File: src/rtl/codec_rst_pkg.sv
`timescale 1ns/1ps
package codec_rst_pkg;

    typedef enum logic [1:0] {
        ST_HOLD   = 2'd0,
        ST_EXTEND = 2'd1,
        ST_BLANK  = 2'd2,
        ST_RUN    = 2'd3
    } seq_state_e;

    localparam logic [1:0] DAC_SEL_GND  = 2'b00;
    localparam logic [1:0] DAC_SEL_MID  = 2'b01;
    localparam logic [1:0] DAC_SEL_LIVE = 2'b10;

    localparam int NUM_PD_PINS = 2;

endpackage

File: src/rtl/codec_pd_qual.sv
`timescale 1ns/1ps
// Synchronises one active-low power-down pin and qualifies its low level
// against a minimum width in master clock cycles.
module codec_pd_qual #(
    parameter int MIN_CYC = 8
) (
    input  logic clk,
    input  logic rst,
    input  logic pin_n,
    output logic req
);
    localparam int CW = $clog2(MIN_CYC + 1);
    localparam logic [CW-1:0] FULL = CW'(MIN_CYC);

    logic          meta_q;
    logic          sync_q;
    logic [CW-1:0] low_q;

    always_ff @(posedge clk or posedge rst) begin
        if (rst) begin
            meta_q <= 1'b1;
            sync_q <= 1'b1;
        end else begin
            meta_q <= pin_n;
            sync_q <= meta_q;
        end
    end

    // saturating count of consecutive low samples
    always_ff @(posedge clk or posedge rst) begin
        if (rst) begin
            low_q <= '0;
        end else if (sync_q) begin
            low_q <= '0;
        end else if (low_q != FULL) begin
            low_q <= low_q + 1'b1;
        end
    end

    assign req = (low_q == FULL);

endmodule

File: src/rtl/codec_win_cnt.sv
`timescale 1ns/1ps
// Saturating window counter: cleared while clr is high, advances on step,
// flags done once LIMIT steps have been taken.
module codec_win_cnt #(
    parameter int LIMIT = 16
) (
    input  logic clk,
    input  logic rst,
    input  logic clr,
    input  logic step,
    output logic done
);
    localparam int CW = $clog2(LIMIT + 2);
    localparam logic [CW-1:0] LIM = CW'(LIMIT);

    logic [CW-1:0] cnt_q;

    always_ff @(posedge clk or posedge rst) begin
        if (rst) begin
            cnt_q <= '0;
        end else if (clr) begin
            cnt_q <= '0;
        end else if (step && (cnt_q != LIM)) begin
            cnt_q <= cnt_q + 1'b1;
        end
    end

    assign done = (cnt_q == LIM);

endmodule

File: src/rtl/codec_rst_seq.sv
`timescale 1ns/1ps
module codec_rst_seq
    import codec_rst_pkg::*;
#(
    parameter int RST_EXT_CYC  = 1024,
    parameter int DAC_HOLD_SMP = 16384,
    parameter int ADC_HOLD_SMP = 18432,
    parameter int PD_MIN_CYC   = 8
) (
    input  logic       mclk,
    input  logic       smp_tick,
    input  logic       por_req,
    input  logic       adc_pd_n,
    input  logic       dac_pd_n,
    output logic       core_rst,
    output logic [1:0] dac_out_sel,
    output logic       adc_zero
);
    // extension counter counts cycles 0..LIMIT inside ST_EXTEND
    localparam int EXT_LAST = RST_EXT_CYC - 1;

    seq_state_e             state_q, state_d;
    logic [NUM_PD_PINS-1:0] pd_pins_n;
    logic [NUM_PD_PINS-1:0] pd_req;
    logic                   pd_any;
    logic                   ext_done, dac_done, adc_done;

    assign pd_pins_n = {dac_pd_n, adc_pd_n};

    for (genvar g = 0; g < NUM_PD_PINS; g++) begin : g_pd
        codec_pd_qual #(.MIN_CYC(PD_MIN_CYC)) u_qual (
            .clk   (mclk),
            .rst   (por_req),
            .pin_n (pd_pins_n[g]),
            .req   (pd_req[g])
        );
    end

    assign pd_any = |pd_req;

    codec_win_cnt #(.LIMIT(EXT_LAST)) u_ext_cnt (
        .clk  (mclk),
        .rst  (por_req),
        .clr  (state_q != ST_EXTEND),
        .step (1'b1),
        .done (ext_done)
    );

    codec_win_cnt #(.LIMIT(DAC_HOLD_SMP)) u_dac_cnt (
        .clk  (mclk),
        .rst  (por_req),
        .clr  (state_q != ST_BLANK),
        .step (smp_tick),
        .done (dac_done)
    );

    codec_win_cnt #(.LIMIT(ADC_HOLD_SMP)) u_adc_cnt (
        .clk  (mclk),
        .rst  (por_req),
        .clr  (state_q != ST_BLANK),
        .step (smp_tick),
        .done (adc_done)
    );

    always_ff @(posedge mclk or posedge por_req) begin
        if (por_req) begin
            state_q <= ST_HOLD;
        end else begin
            state_q <= state_d;
        end
    end

    always_comb begin
        state_d = state_q;
        unique case (state_q)
            ST_HOLD: begin
                if (!pd_any) state_d = ST_EXTEND;            // T_RELEASE
            end
            ST_EXTEND: begin
                if (pd_any)        state_d = ST_HOLD;        // T_RESTART
                else if (ext_done) state_d = ST_BLANK;       // T_EXT_DONE
            end
            ST_BLANK: begin
                if (pd_any)                     state_d = ST_HOLD;  // T_RESTART
                else if (dac_done && adc_done)  state_d = ST_RUN;   // T_WIN_DONE
            end
            ST_RUN: begin
                if (pd_any) state_d = ST_HOLD;               // T_RESTART
            end
            default: state_d = ST_HOLD;
        endcase
    end

    always_comb begin
        core_rst    = 1'b1;
        dac_out_sel = DAC_SEL_GND;
        adc_zero    = 1'b1;
        unique case (state_q)
            ST_HOLD, ST_EXTEND: begin
                core_rst    = 1'b1;
                dac_out_sel = DAC_SEL_GND;
                adc_zero    = 1'b1;
            end
            ST_BLANK: begin
                core_rst    = 1'b0;
                dac_out_sel = dac_done ? DAC_SEL_LIVE : DAC_SEL_MID;
                adc_zero    = !adc_done;
            end
            ST_RUN: begin
                core_rst    = 1'b0;
                dac_out_sel = DAC_SEL_LIVE;
                adc_zero    = 1'b0;
            end
            default: begin
                core_rst    = 1'b1;
                dac_out_sel = DAC_SEL_GND;
                adc_zero    = 1'b1;
            end
        endcase
    end

endmodule

File: config.mk
export PLATFORM = sky130hd
export DESIGN_NAME = codec_rst_seq
export DESIGN_NICKNAME = d
export VERILOG_FILES = /design/src/rtl/codec_rst_pkg.sv /design/src/rtl/codec_pd_qual.sv /design/src/rtl/codec_win_cnt.sv /design/src/rtl/codec_rst_seq.sv
export SDC_FILE = /design/constraint.sdc
export NUM_CORES = 1
export LEC_CHECK = 0
export BUFFER_PORTS_ARGS = -buffer_cell sky130_fd_sc_hd__buf_2
export CAP_MARGIN = 20
export CORE_AREA = 2 2 96 98
export CTS_CLUSTER_DIAMETER = 200
export CTS_CLUSTER_SIZE = 8
export DETAILED_ROUTE_END_ITERATION = 8
export DIE_AREA = 0 0 98 100
export RECOVER_POWER = 100
export SYNTH_ARGS = -nofsm -noshare
export SYNTH_HDL_FRONTEND = slang
export SYNTH_HIERARCHICAL = 1
export SYNTH_SLANG_ARGS = --single-unit
File: constraint.sdc
create_clock -name mclk -period 3.2 [get_ports mclk]
set_input_delay 0 -clock mclk [delete_from_list [all_inputs] [get_ports mclk]]
set_output_delay 0 -clock mclk [all_outputs]
set_load 0.05 [all_outputs]
==> metrics.md <==
| Metric | Value |
|---|---|
| Outcome | `complete, no violations` |
| Leak | `0.00135 uW` |
| Initial antenna violation count | `0` |
| Layout Nets | `336` |
| CTS tree | `done` |
| Synth Warn # | `6` |
| Vias in the first global route | `2188` |
| Final antenna-violating net count | `0` |
| Max-slew violations | `0` |
| Via count | `2235` |
| Seq/Total Area, Yosys | `0.462` |
| RePlAce Congestion | `0.784` |
| HPWL Detailed | `4.05 mm` |
| Hold_sp | `smp_tick` |
| CP Launch Type | `flip-flop` |
| Post-CTS Setup Repair Bufs | `0` |
| Synth async-reset ratio | `1.00` |
| Largest area contributor in the netlist | `dfrtp_1` |
| EDFF count, synth | `0` |
| Slew Limit Headroom | `0.590` |
| Post-synthesis cell type count | `43` |
| Layout cells sized above 1 | `0.0712` |
| Initial Utilization | `0.336` |
| Top-count cell post-synth | `dfrtp_1` |
| Main synth FF type | `dfrtp_1` |
| Worst skew pair latency | `300 ps` |
| Crit end category | `output port` |
| Routed wire length | `5.63 mm` |
| Fin crit period | `2200 ps` |
| Clock Path Buffers | `2` |
| Row cnt | `35` |
| Class of the worst hold path | `in -> reg` |
| First-pass GRT wire length | `10.1 mm` |
| Number of instances in the placed design | `423` |
| Final setup viols | `0` |
| Htree depth | `2` |
| DRC violations left | `0` |
| Clock Tree Root | `clkbuf_8` |
| Grt total ovfl | `0` |
| Port-buffer cells | `8` |
| Synthesis-to-finish area growth | `9.13%` |
| Synth top area cells | `dfrtp_1 (43%), nor2_1 (5.3%), xor2_1 (4.4%)` |
| Total GRT Usage | `0.123` |
| Worst VDD drop | `0.264 mV` |
| Peak Freq | `0.454 GHz` |
| N_diodes | `0` |
| Cts bufs inserted | `5` |
| CP max FO | `6` |
| CTS resizes | `0` |
| Period utilisation layout | `0.688` |
| Max_cap viols | `0` |
| Chip width | `98 um` |
| Worst Path Required | `3200 ps` |
| RSZ-0062 raised after global routing | `false` |
| CTS Sinks | `55` |
| Largest net degree at the start of global routing | `22` |
| Setup TNS | `0 ps` |
| Pwr/cell area | `459 nW/um^2` |
| Final instance count without filler cells | `434` |
| Most frequent cells after synthesis | `dfrtp_1 (51), nor2_1 (42), inv_1 (21)` |
| # hold bufs at CTS | `3` |
| Avg Synthesized Cell Area | `9.87 um^2` |
| # IOs | `9` |
| R2r setup slk | `1420 ps` |
| RR Startpoint | `u_adc_cnt/cnt_q[0]$_DFFE_PP0P_` |
| Post-DR vias/cell | `5.15` |
| Clock-pin slew on the worst setup and hold paths | `90 ps` |
| CP Data Arrival Time | `2200 ps` |
| Die height | `100 um` |
| WHS Path Cells | `4` |
| Worst Reg-to-Reg Cells | `6` |
| Wire per inst | `13.0 um` |
| Post-synthesis register bit count | `55` |
| Clock Skews | `4.29 ps` |
| Min-Delay Endpoint | `u_dac_cnt/cnt_q[4]$_DFFE_PP0P_` |
| Die ar. | `9800 um^2` |
| Synth top area share | `0.427` |
| Critical R2R Capture | `u_adc_cnt/cnt_q[2]$_DFFE_PP0P_` |
| Cells after synthesis | `303` |
| WS Path Type | `reg -> out` |
| Hold Fails Final Rpt | `0` |
| Starting DRT DRC Count | `78` |
| 1st-pass router iterations | `4` |
| Measured slew at the worst slew-check pin | `614 ps` |
| Core footprint | `8890 um^2` |
| Synth Cell Area | `2990 um^2` |
[cells in the final DEF, fill, tap and decap left out, types with 3 or more instances in the layout]
cell type and n:
and4_1 5, nand3b_1 6, nor4b_1 5, nor2b_1 3, clkbuf_1 8, xor2_1 15
dfstp_2 4, nand2_1 19, nand3_1 11, nand2b_1 8, nor3_1 11, conb_1 5
or4_1 7, nor4_1 3, dfrtp_1 51, nand4_1 14, dlygate4sd3_1 3, mux2i_1 5
xnor2_1 10, inv_1 21, nor2_1 42, o31ai_1 5, o21ai_0 6, clkbuf_8 5
a21oi_1 14, ha_1 9
[layer usage]
layer  GRT usage  up-vias  part of all wire
met4      0.0374        0             0.014
met3      0.0167        7             0.015
met5           0        -                 0
met2       0.203       18              0.49
met1       0.170     1113              0.48
li1            -     1097                 -
[through the flow]
step	instance area, um^2	hold slack, ps	utilization	setup slack, ps	power (uW)
4_1_cts	3340	145	0.376	1200	1540
2_1_floorplan	3000	-259	-	1380	951
6_report	3260	148	0.367	1000	1500
3_3_place_gp	3180	-65.3	0.358	1510	990
5_1_grt	3260	187	0.367	887	1590
3_5_place_dp	3180	-55.2	0.358	1460	996
[logic make-up after synthesis]
family	synth area share
compound gates	0.0795
flops	0.462
other cells	0.00125
buf+inv	0.0327
simple gates	0.297
xor+xnor	0.0733
fa+ha+maj	0.0377
mux	0.0167
[registers in the layout, summed over array words and instances, names as in the netlist]
signal and flops:
g_pd.u_qual/meta_q 2, u_dac_cnt/cnt_q 15, state_q 2, g_pd.u_qual/low_q 8, u_adc_cnt/cnt_q 15, u_ext_cnt/cnt_q 11, g_pd.u_qual/sync_q 2
[power by group]
group          internal, uW  switching (uW)  leakage (uW)
registers               748            62.7      0.000731
logic                  72.5            83.6      0.000555
clock network           313             217     0.0000654
[worst max-delay path by stage]
stage	from	endpoint	slack, ps	depth (start not counted)
after floorplan	u_dac_cnt/cnt_q[0]$_DFFE_PP0P_	dac_out_sel[1]	1380	6
after global placement	u_adc_cnt/cnt_q[0]$_DFFE_PP0P_	u_adc_cnt/cnt_q[2]$_DFFE_PP0P_	1510	6
after detailed placement	u_dac_cnt/cnt_q[0]$_DFFE_PP0P_	u_dac_cnt/cnt_q[2]$_DFFE_PP0P_	1460	6
after CTS	u_dac_cnt/cnt_q[0]$_DFFE_PP0P_	dac_out_sel[1]	1200	7
after global routing	u_dac_cnt/cnt_q[0]$_DFFE_PP0P_	dac_out_sel[1]	890	7
final	u_dac_cnt/cnt_q[0]$_DFFE_PP0P_	dac_out_sel[1]	1000	7
[critical path, cell delays in order, from the launching register on]
cell	delay [ps]
dfrtp_1	450
inv_1	90
ha_1	140
nor4b_1	310
and4_1	310
nor2_1	50
nor2_1	80
clkbuf_1	470
[area by class of cell]
type / instances / area, um^2
timing repair buffer: 13 / 73.8
tap: 111 / 139
clock inverter: 2 / 60.1
fill: 906 / 5630
multi-input combinational: 226 / 1460
clock buffer: 6 / 72.6
sequential: 55 / 1380
inverter: 21 / 78.8
No activity file was read; power rests on OpenSTA's default activity.
